File: src/rtl/brev_agu_pkg.sv
package brev_agu_pkg;

  typedef enum logic [2:0] {
    AM_IND     = 3'd0,
    AM_POSTINC = 3'd1,
    AM_POSTDEC = 3'd2,
    AM_PREINC  = 3'd3,
    AM_PREDEC  = 3'd4
  } am_mode_e;

  // Decode a raw mode code; unlisted codes behave as plain indirect
  function automatic am_mode_e am_decode(input logic [2:0] code);
    am_mode_e m;
    case (code)
      3'd1:    m = AM_POSTINC;
      3'd2:    m = AM_POSTDEC;
      3'd3:    m = AM_PREINC;
      3'd4:    m = AM_PREDEC;
      default: m = AM_IND;
    endcase
    return m;
  endfunction

endpackage

File: src/rtl/brev_qualify.sv
module brev_qualify
  import brev_agu_pkg::*;
#(
  parameter int SW        = 4,
  parameter int STACK_SEL = 15
) (
  input  logic [SW-1:0] sel_i,
  input  logic          en_i,
  input  am_mode_e      mode_i,
  input  logic          word_i,
  input  logic          wr_i,
  output logic          take_o
);

  logic sel_ok;
  logic mode_ok;

  always_comb begin
    sel_ok  = (sel_i != SW'(STACK_SEL));
    mode_ok = (mode_i == AM_POSTINC) || (mode_i == AM_PREINC);
    take_o  = sel_ok && en_i && mode_ok && word_i && wr_i;
  end

endmodule

File: src/rtl/brev_rc_adder.sv
// Reverse-carry adder: carries move from the most significant bit downward
module brev_rc_adder #(
  parameter int N = 15
) (
  input  logic [N-1:0] a_i,
  input  logic [N-1:0] b_i,
  output logic [N-1:0] sum_o
);

  logic [N-1:0] cy;

  assign cy[N-1] = 1'b0;

  for (genvar k = N - 1; k >= 0; k--) begin : g_bit
    assign sum_o[k] = a_i[k] ^ b_i[k] ^ cy[k];
    if (k > 0) begin : g_cy
      assign cy[k-1] = (a_i[k] & b_i[k]) | (cy[k] & (a_i[k] ^ b_i[k]));
    end
  end

endmodule

File: src/rtl/lin_addr_step.sv
module lin_addr_step
  import brev_agu_pkg::*;
#(
  parameter int AW = 16
) (
  input  logic [AW-1:0] ptr_i,
  input  am_mode_e      mode_i,
  input  logic          word_i,
  output logic [AW-1:0] ea_o,
  output logic [AW-1:0] wb_o
);

  logic [AW-1:0] step;
  logic [AW-1:0] up;
  logic [AW-1:0] dn;

  always_comb begin
    step = word_i ? AW'(2) : AW'(1);
    up   = ptr_i + step;
    dn   = ptr_i - step;
    case (mode_i)
      AM_POSTINC: begin ea_o = ptr_i; wb_o = up;    end
      AM_POSTDEC: begin ea_o = ptr_i; wb_o = dn;    end
      AM_PREINC:  begin ea_o = up;    wb_o = up;    end
      AM_PREDEC:  begin ea_o = dn;    wb_o = dn;    end
      default:    begin ea_o = ptr_i; wb_o = ptr_i; end
    endcase
  end

endmodule

File: src/rtl/brev_agu.sv
module brev_agu
  import brev_agu_pkg::*;
#(
  parameter int AW        = 16,
  parameter int SW        = 4,
  parameter int STACK_SEL = 15
) (
  input  logic          clk_i,
  input  logic          rst_ni,
  input  logic          req_valid_i,
  input  logic [AW-1:0] ptr_i,
  input  logic [AW-1:0] mod_i,
  input  logic [SW-1:0] sel_i,
  input  logic [2:0]    mode_i,
  input  logic          word_i,
  input  logic          wr_i,
  output logic          out_valid_o,
  output logic [AW-1:0] ea_o,
  output logic [AW-1:0] wb_o,
  output logic          brev_o
);

  localparam int EN_BIT = AW - 1;
  localparam int RW     = AW - 1;

  am_mode_e      mode;
  logic          take;
  logic [AW-1:0] lin_ea;
  logic [AW-1:0] lin_wb;
  logic [RW-1:0] rev_sum;
  logic [AW-1:0] rev_wb;
  logic [AW-1:0] rev_ea;

  logic [AW-1:0] ea_d,  ea_q;
  logic [AW-1:0] wb_d,  wb_q;
  logic          br_d,  br_q;
  logic          vld_q;

  assign mode = am_decode(mode_i);

  brev_qualify #(.SW(SW), .STACK_SEL(STACK_SEL)) u_qual (
    .sel_i  (sel_i),
    .en_i   (mod_i[EN_BIT]),
    .mode_i (mode),
    .word_i (word_i),
    .wr_i   (wr_i),
    .take_o (take)
  );

  lin_addr_step #(.AW(AW)) u_lin (
    .ptr_i  (ptr_i),
    .mode_i (mode),
    .word_i (word_i),
    .ea_o   (lin_ea),
    .wb_o   (lin_wb)
  );

  // Pivot is counted in words; its doubled form lines up with bits AW-1..1
  brev_rc_adder #(.N(RW)) u_rca (
    .a_i   (ptr_i[AW-1:1]),
    .b_i   (mod_i[RW-1:0]),
    .sum_o (rev_sum)
  );

  always_comb begin
    rev_wb = {rev_sum, 1'b0};
    rev_ea = (mode == AM_PREINC) ? rev_wb : {ptr_i[AW-1:1], 1'b0};
    if (take) begin
      ea_d = rev_ea;
      wb_d = rev_wb;
      br_d = 1'b1;
    end else begin
      ea_d = lin_ea;
      wb_d = lin_wb;
      br_d = 1'b0;
    end
  end

  always_ff @(posedge clk_i or negedge rst_ni) begin
    if (!rst_ni) begin
      vld_q <= 1'b0;
    end else begin
      vld_q <= req_valid_i;
    end
  end

  always_ff @(posedge clk_i or negedge rst_ni) begin
    if (!rst_ni) begin
      ea_q <= '0;
      wb_q <= '0;
      br_q <= 1'b0;
    end else if (req_valid_i) begin
      ea_q <= ea_d;
      wb_q <= wb_d;
      br_q <= br_d;
    end
  end

  assign out_valid_o = vld_q;
  assign ea_o        = ea_q;
  assign wb_o        = wb_q;
  assign brev_o      = br_q & vld_q;

endmodule

File: config.mk
export PLATFORM = sky130hd
export DESIGN_NAME = brev_agu
export DESIGN_NICKNAME = d
export VERILOG_FILES = /design/src/rtl/brev_agu_pkg.sv /design/src/rtl/brev_qualify.sv /design/src/rtl/brev_rc_adder.sv /design/src/rtl/lin_addr_step.sv /design/src/rtl/brev_agu.sv
export SDC_FILE = /design/constraint.sdc
export NUM_CORES = 1
export LEC_CHECK = 0
export ABC_AREA = 0
export CELL_PAD_IN_SITES_DETAIL_PLACEMENT = 1
export CELL_PAD_IN_SITES_GLOBAL_PLACEMENT = 1
export CORE_MARGIN = 2
export CORE_UTILIZATION = 48
export DETAILED_ROUTE_END_ITERATION = 10
export DONT_BUFFER_PORTS = 1
export PLACE_DENSITY_LB_ADDON = 0.1
export RECOVER_POWER = 25
export REMOVE_ABC_BUFFERS = 1
export SLEW_MARGIN = 20
export SYNTH_ARGS = -nofsm -noshare
export SYNTH_HDL_FRONTEND = slang
export SYNTH_SLANG_ARGS = --single-unit
File: constraint.sdc
create_clock -name clk_i -period 1.1 [get_ports clk_i]
set_input_delay 0.165 -clock clk_i [delete_from_list [all_inputs] [get_ports clk_i]]
set_output_delay 0.165 -clock clk_i [all_outputs]
set_load 0.02 [all_outputs]
======== After elaboration in Yosys (flattened, before gate mapping) ========
Index checks and enable logic that the tools add are counted.
word-level totals
  register bits after elaboration ......... 34
operators by class
  equality and inequality tests ........... 9
  bitwise operators ....................... 70
  reduce and logical (&&, ||, !) cells .... 7
  $add $sub $neg .......................... 2
  mux-type cells .......................... 8
operators with widths
  cell                                            count
  case mux 16 bit (2 select lines)                2
  2-to-1 mux 16 bit                               3
  bitwise XOR 1 bit                               29
  AND 1 bit                                       28
  adder 16 bit                                    1
  subtractor 16 bit                               1
  bitwise OR 1 bit                                13
  == test 3 x 2 -> 1 bit (second input constant)  4
  case mux 3 bit (4 select lines)                 1
  == test 3 x 1 -> 1 bit (second input constant)  2
  == test 3 bit (second input constant)           2
  logical AND 1 bit                               4
  != test 4 bit (second input constant)           1
  OR reduction 2 bit                              2
  2-to-1 mux 2 bit                                1
  logical OR 1 bit                                1
  2-to-1 mux 1 bit                                1

======== Depth between registers and ports, before layout ========
Gate-level depths: netlist of the first run.
  depth after elaboration ................. 30
  depth in mapped cells ................... 18
  gate-level depth less buffers ........... 18

======== Cells and area by module ========
From an unflattened synthesis of the first run, not the netlist that was laid out.
unflattened totals
  cell total of the unflattened synthesis .. 346
  area, all modules ....................... 3169.3 sq um
modules (own cells, without submodules)
  module         seq. area each (sq um)  instances  cells each  area each (sq um)
  brev_agu       850.8                   1          168         1746.7
  lin_addr_step  0.0                     1          155         1084.8
  brev_rc_adder  0.0                     1          20          315.3
  brev_qualify   0.0                     1          3           22.5

======== Worst setup path before layout of the first run ========
OpenSTA, ideal clock, no wires.
  path kind ............................... input to register
  start point ............................. in ptr_i[15]
  end point ............................... reg ea_q[1], in the netlist ea_o[1]
  cell stages on the path ................. 18
  slack ................................... -4767 ps
  library setup time ...................... 82 ps
  data required time ...................... 1018 ps
  arrival ................................. 5785 ps
  cell sequence ........................... ha_1 -> fa_1 -> fa_1 -> fa_1 -> fa_1 -> fa_1 -> fa_1 -> fa_1 -> fa_1 -> fa_1 -> fa_1 -> fa_1 -> fa_1 -> fa_1 -> xnor2_1 -> nand2_1 -> a21o_1 -> a31oi_1
between the ends
  longest elaborated chain between the ends .. 30
RTL lines
  item                    RTL line             text
  start, declared         brev_agu.sv:11       input logic [AW-1:0] ptr_i,
  AND 1 bit (2 in a row)  brev_rc_adder.sv:17  assign cy[k-1] = (a_i[k] & b_i[k]) | (cy[k] & (a_i[k] ^ b_i[k]));
  bitwise OR 1 bit        brev_rc_adder.sv:17
  AND 1 bit               brev_rc_adder.sv:17
  bitwise OR 1 bit        brev_rc_adder.sv:17
  AND 1 bit               brev_rc_adder.sv:17
  bitwise OR 1 bit        brev_rc_adder.sv:17
  AND 1 bit               brev_rc_adder.sv:17
  bitwise OR 1 bit        brev_rc_adder.sv:17
  [... 13 more ...]       n/a
  bitwise OR 1 bit        brev_rc_adder.sv:17
  AND 1 bit               brev_rc_adder.sv:17
  bitwise OR 1 bit        brev_rc_adder.sv:17
  AND 1 bit               brev_rc_adder.sv:17
  bitwise OR 1 bit        brev_rc_adder.sv:17
  bitwise XOR 1 bit       brev_rc_adder.sv:15  assign sum_o[k] = a_i[k] ^ b_i[k] ^ cy[k];
  2-to-1 mux 16 bit       brev_agu.sv:67       rev_ea = (mode == AM_PREINC) ? rev_wb : {ptr_i[AW-1:1], 1'b0};
  2-to-1 mux 16 bit       brev_agu.sv:68       if (take) begin
  end signal, assigned    brev_agu.sv:89       ea_q <= '0;
  end signal, assigned    brev_agu.sv:93       ea_q <= ea_d;
  end, declared           brev_agu.sv:34       logic [AW-1:0] ea_d, ea_q;
No other way between the ends.
A chain may end at the register's enable or synchronous reset.

======== Worst setup path after layout of the first run ========
  start point ............................. in ptr_i[15]
  end point ............................... reg ea_q[2], in the netlist ea_o[2]
between the ends
  longest elaborated chain between the ends .. 28
RTL lines
  item                    RTL line
  AND 1 bit (2 in a row)  brev_rc_adder.sv:17
  bitwise OR 1 bit        brev_rc_adder.sv:17
  AND 1 bit               brev_rc_adder.sv:17
  bitwise OR 1 bit        brev_rc_adder.sv:17
  AND 1 bit               brev_rc_adder.sv:17
  bitwise OR 1 bit        brev_rc_adder.sv:17
  AND 1 bit               brev_rc_adder.sv:17
  bitwise OR 1 bit        brev_rc_adder.sv:17
  [... 11 more ...]       n/a
  bitwise OR 1 bit        brev_rc_adder.sv:17
  AND 1 bit               brev_rc_adder.sv:17
  bitwise OR 1 bit        brev_rc_adder.sv:17
  AND 1 bit               brev_rc_adder.sv:17
  bitwise OR 1 bit        brev_rc_adder.sv:17
  bitwise XOR 1 bit       brev_rc_adder.sv:15
  2-to-1 mux 16 bit       brev_agu.sv:67
  2-to-1 mux 16 bit       brev_agu.sv:68
No other way between the ends.

==> flow_summary.yaml, run 1 <==
outcome:
  outcome: "finished with violations"
  violations: "negative setup slack"
logic_synthesis:
  ys_ff_latch: 34
  syn_inst: 418
  synth_area_um2: 3510
  ys_warn_count: 0
  synth_flop_cell: "dfrtp_1"
  synthArstFlopShare_pct: 100
  synth_edf_count: 0
  seq_area_frac_synth_pct: 24.3
  avgSynthCellArea_um2: 8.39
  yosysUniqueCellTypes: 81
sta:
  min_period_ns: 5.40
  finClkSkew_ns: 0
  finalSetupViolCount: 30
  finalCritPeriodShare_pct: 491
  rsz0062_at_grt: "yes"
  max_freq_mhz: 185
  layout_setup_ws_ns: -4.30
  max_slew_margin_pct: 57.0
  slew_violations: 0
  hold_viol_final: 0
  worstMarginPinSlew_ns: 0.640
die:
  start_util_pct: 48.9
  die_h_um: 89.5
  die_width_um: 89.5
  pin_count: 78
  core_um2: 7180
  rows: 31
  dieArea_um2: 8000
layout:
  area_delta_synth_final_pct: 38.2
  fin_cells: 608
  num_antenna_cells: 0
  multi_input_area_um2: 2710
  fillers: 810
  final_core_util_pct: 67.5
  layout-drive-gt1-share_pct: 41.8
  regArea_um2: 851
  nNetsFinal: 572
power:
  power.leakage_nw: 1.90
  p_per_area_nw_per_um2: 930
  comb_power_share_pct: 42.1
  ir_drop_uv: 470
  p_int_mw: 2.78
  p_sw_mw: 1.73
  fin_total_pwr_mw: 4.51
  switching_share_pct: 38.4
  clockPowerShare_pct: 23.5
  p_seq_share_pct: 34.4
place:
  io_buffers: 0
  gp_congestion: 0.947
  hpwlAfterDp_mm: 10.2
  placed_cells: 588
routing:
  wl_mm: 18.2
  drtIter0Drc: 597
  via_per_inst: 7.07
  drt-pass1-iter-count: 5
  vias: 4301
  ant_nets: 0
  drc: 0
  wl_per_cell_um: 29.9
clock_tree:
  path_clk_slew_ns: 0.09
  htree_levels: 2
  cts_root_buffer: "clkbuf_8"
  clk_latency_ns: 0.31
  cts_sinks: 34
  cts_inserted_buffers: 5
  cts_tree: "done"
  cts.path.max_buffers: 2
worst_setup_path:
  cp.arrival_ns: 5.61
  worstPathMaxFanout: 5
  cp_top_family: "adder cells"
  max_stage_delay_ns: 0.54
  cp-end-kind: "flip-flop"
  worstPathRequired_ns: 1.31
  crit_chain: "ha_4 > fa_2 > fa_2 > fa_2 > fa_2 > fa_2 > fa_2 > fa_2 > fa_2 > fa_2 > fa_2 > fa_2 > fa_2 > fa_2 > nand2_1 > o211ai_1 > o211ai_1 > o21ai_1"
  cp-start-kind: "input pin"
  critical_path_buf_inv_count: 0
  slowest_stage: "fa_2"
  crit_top_cell: "fa_2"
  crit_type: "in -> reg"
global_routing:
  grt_pass1_vias: 4468
  overflow: 0
  grt_pass1_wl_mm: 25.0
  grt_max_degree: 46
  track_usage_pct: 42.2
  antenna_found_initial: 0
worst_hold_path:
  hp-class: "in -> reg"
flow_run:
  cap_violations: 0
==> synthesized netlist by cell type, drive strengths merged, types with 4 or more instances <==
cell type / count / area share [%]
o21ai: 23 / 3.3
a21oi: 26 / 3.7
o211ai: 4 / 0.86
nor3: 14 / 2.3
nand3: 12 / 1.7
xnor2: 16 / 4.0
a31oi: 8 / 1.4
fa: 15 / 8.6
nor4: 8 / 2.0
and3: 9 / 1.6
o221a: 4 / 1.3
nand2b: 5 / 0.89
dfrtp: 34 / 24
nand2: 42 / 4.5
inv: 13 / 1.4
clkbuf: 24 / 3.5
o22ai: 4 / 0.71
o221ai: 4 / 1.2
a221oi: 6 / 1.5
o21a: 5 / 1.1
o2111ai: 5 / 1.2
buf: 15 / 3.1
xor2: 5 / 1.2
or3: 4 / 0.71
ha: 5 / 1.8
mux2i: 5 / 1.4
a211oi: 5 / 1.1
nand4: 10 / 2.4
nor2b: 5 / 0.89
nor2: 34 / 3.9
==> routing by layer <==
metal	vias to the layer above	track usage, %	wire length, um
met1	2077	50.9	6510
met5	-	0	0
met2	385	67.9	8360
met4	0	21.7	1200
li1	1716	-	-
met3	123	12.6	2100
==> state kept, by name, indices dropped and copies added, names as in the netlist <==
signal	count
out_valid_o	1
ea_o	16
br_q	1
wb_o	16
==> final timing paths <==
check,startpoint,to,slack [ns],depth (start not counted)
min reg2reg,br_q$_DFFE_PN0P_,br_q$_DFFE_PN0P_,0.52,1
max in group asynchronous,rst_ni,ea_o[2]$_DFFE_PN0P_,0.27,2
max,ptr_i[15],ea_o[2]$_DFFE_PN0P_,-4.30,18
min,req_valid_i,br_q$_DFFE_PN0P_,0.02,1
max reg2reg,ea_o[14]$_DFFE_PN0P_,ea_o[14]$_DFFE_PN0P_,0.04,3
min in group asynchronous,rst_ni,ea_o[15]$_DFFE_PN0P_,0.43,2
==> area by class of cell <==
cell class / instances / share of cell area, %
well taps: 99 / 2.56
clock buffers: 7 / 1.78
inverters: 13 / 1.70
flip-flops and latches: 34 / 17.6
multi-input cells: 332 / 55.9
clock inverters: 1 / 0.103
repair buffers: 122 / 20.4
==> cell families after synthesis <==
logic type	synth area share (%)
muxes	2.07
DFF	24.3
adders and majority gates	10.3
and+or+nand+nor	24.8
AOI/OAI and AO/OA	25.2
buffers and inverters	7.99
xor gates and xnor gates	5.25
==> metrics by stage <==
| stage | setup slack, ns | hold WS, ns | setup TNS, ns | area (um2) |
|---|---|---|---|---|
| after floorplan | -4.79 | -0.131 | -78.01 | 3270 |
| after global placement | -5.10 | -0.130 | -82.93 | 4270 |
| after detailed placement | -5.17 | -0.130 | -84.74 | 4270 |
| after CTS | -4.18 | 0.0145 | -62.20 | 4710 |
| after global routing | -4.43 | 0.0178 | -68.18 | 4840 |
| final | -4.30 | 0.0204 | -65.34 | 4840 |
==> placed cells by master, fill, tap and decap left out, types with 10 or more instances in the layout <==
| cell type | n |
|---|---|
| nand3_1 | 10 |
| dfrtp_1 | 34 |
| nand2_1 | 40 |
| o21ai_0 | 12 |
| buf_4 | 110 |
| a21oi_1 | 17 |
| o21ai_1 | 10 |
| fa_2 | 15 |
| xnor2_1 | 14 |
| nor2_1 | 29 |
| nor3_1 | 11 |
==> power groups by stage <==
stage               logic, mW  registers (mW)  clock network, mW
finish                   1.90            1.55               1.06
global placement         1.43            1.55                  0
global route             2.00            1.57               1.09
floorplan               0.672            1.68                  0
CTS                      1.68            1.54               1.04
detailed placement       1.48            1.55                  0
==> what timing repair did <==
item                                   in CTS  in global routing
buffers inserted                            5                  4
pin swaps                                  30                 10
resized for setup                          75                 22
hold buffers                                3                  0
setup endpoints to repair                  32                 32
endpoints found under the hold margin      38                  0
No activity file was read; power rests on OpenSTA's default activity.
==> run 2, diff against run 1 <==
- CORE_ASPECT_RATIO: not set -> 1.75
- TNS_END_PERCENT: not set -> 30
==> run 2 against run 1 <==
Maximum frequency grew 1.7%; critical path depth is the same; clock skew is the same; setup slack gained 0.088 ns; largest power group unchanged; global-route usage shrank 3.2 points; worst hold slack lost 0.026 ns; the flow finishes with violations (negative hold slack, negative setup slack); wire length shrank 16%.
==> flow_summary.yaml, run 2 (same netlist as run 1, synthesis figures left out) <==
layout:
  fillers: 848
  layout-drive-gt1-share_pct: 39.6
  area_delta_synth_final_pct: 32.4
  nNetsFinal: 561
  final_common_cell: "buf_4"
  num_antenna_cells: 0
  mostFrequentLayoutCells: "buf_4, nand2_1, dfrtp_1"
worst_hold_path:
  min_to: "wb_o[1]$_DFFE_PN0P_"
  holdCritStartpoint: "req_valid_i"
  hp-class: "in -> reg"
  whs_path_depth: 1
sta:
  min_period_ns: 5.31
  rsz0062_at_grt: "yes"
  slew_violations: 0
  hold_viol_final: 1
  worstMarginPinSlew_ns: 0.580
  finalCritPeriodShare_pct: 483
  hold_slack_ns: -0.00562
  layout_setup_ws_ns: -4.21
  max_freq_mhz: 188
  finClkSkew_ns: 0
  max_slew_margin_pct: 60.4
  finalSetupViolCount: 30
power:
  fin_total_pwr_mw: 4.64
  power.leakage_nw: 1.84
  ir_drop_uv: 733
  p_per_area_nw_per_um2: 1000
clock_tree:
  cts_sinks: 34
  clk_latency_ns: 0.28
  htree_levels: 2
  cts.path.max_buffers: 2
  path_clk_slew_ns: 0.06
  cts_root_buffer: "clkbuf_16"
  cts_inserted_buffers: 5
  cts_tree: "done"
  cts_setup_buffers: 0
worst_setup_path:
  r2r-end: "ea_o[11]$_DFFE_PN0P_"
  ff2ff_setup_slack_ns: 0.10
  crit_type: "in -> reg"
  cp-start-kind: "input pin"
  worstPathMaxFanout: 5
  worstReg2RegStart: "ea_o[11]$_DFFE_PN0P_"
  worstPathRequired_ns: 1.32
  cp-end-kind: "flip-flop"
  slowest_stage: "fa_2"
  max_stage_delay_ns: 0.54
  cp.arrival_ns: 5.53
  crit_chain: "ha_4 > fa_2 > fa_2 > fa_2 > fa_2 > fa_2 > fa_2 > fa_2 > fa_2 > fa_2 > fa_2 > fa_2 > fa_2 > fa_2 > nand2_2 > o211ai_1 > o211ai_1 > o21ai_1"
  crit_top_cell: "fa_2"
  worst-r2r-cell-count: 2
place:
  io_buffers: 0
  gp_congestion: 0.929
  hpwlAfterDp_mm: 10.5
flow_run:
  cap_violations: 0
global_routing:
  grt_pass1_vias: 4285
  antenna_found_initial: 0
  overflow: 0
  grt_pass1_wl_mm: 22.5
  track_usage_pct: 39.0
  grt_max_degree: 49
routing:
  drt-pass1-iter-count: 7
  via_per_inst: 6.78
  wl_per_cell_um: 26.1
  vias: 3951
  wl_mm: 15.2
  ant_nets: 0
  drc: 0
  drtIter0Drc: 237
die:
  dieArea_um2: 8030
  start_util_pct: 49.2
  die_h_um: 117
  die_width_um: 68.6
  core_um2: 7130
  pin_count: 78
  rows: 41
outcome:
  violations: "negative hold slack, negative setup slack"
  outcome: "finished with violations"
## run 2: report_power, final
part | total, mW | internal [mW] | switching (mW)
Combinational | 1.74 | 0.810 | 0.930
Clock | 1.38 | 0.829 | 0.550
Sequential | 1.52 | 1.40 | 0.122
## run 2: stage by stage
stage               worst slack (ns)  cells  setup TNS, ns  util [%]  instance area [um2]
floorplan                      -4.79    379         -78.01         -                 3270
global placement               -5.05    573         -82.19      58.8                 4190
detailed placement             -5.20    573         -84.94      58.8                 4190
CTS                            -4.27    582         -64.39      63.8                 4550
global route                   -4.31    583         -66.15      65.1                 4640
finish                         -4.21    583         -64.27      65.1                 4640
## run 2: how the worst max path moves through the flow
stage,from,to,slack (ns)
after detailed placement,ptr_i[15],ea_o[1]$_DFFE_PN0P_,-5.20
after floorplan,ptr_i[15],ea_o[1]$_DFFE_PN0P_,-4.79
after global routing,ptr_i[15],ea_o[1]$_DFFE_PN0P_,-4.31
after global placement,ptr_i[15],ea_o[1]$_DFFE_PN0P_,-5.05
after CTS,ptr_i[15],ea_o[2]$_DFFE_PN0P_,-4.27
final,ptr_i[15],ea_o[2]$_DFFE_PN0P_,-4.21
## run 2: what timing repair did
action / in CTS / in global routing
hold endpoints to repair: 38 / 3
pin swaps: 25 / 10
resized for setup: 54 / 23
endpoints found under the setup margin: 32 / 31
hold buffers: 2 / 1
## run 2: area by class of cell
class | instances | area, um2 | share of cell area [%]
inverters | 13 | 52.6 | 1.13
repair buffers | 111 | 850 | 18.3
flip-flops and latches | 34 | 851 | 18.3
clock buffers | 7 | 133 | 2.86
multi-input cells | 332 | 2650 | 57.1
well taps | 86 | 108 | 2.32
## run 2: worst max-delay path: cells and delay by family
family	cells	cell delay, ns
AOI/OAI and AO/OA	3	0.30
adders and majority gates	14	4.99
and+or+nand+nor	1	0.05
## run 2: metal layers
metal  vias to the layer above  wire length (um)  GRT usage (%)
met2                       213              7950           67.5
met3                        88               791           6.21
met4                         0              1250           32.4
met5                         -                 0              0
li1                       1694                 -              -
met1                      1956              5210           39.3
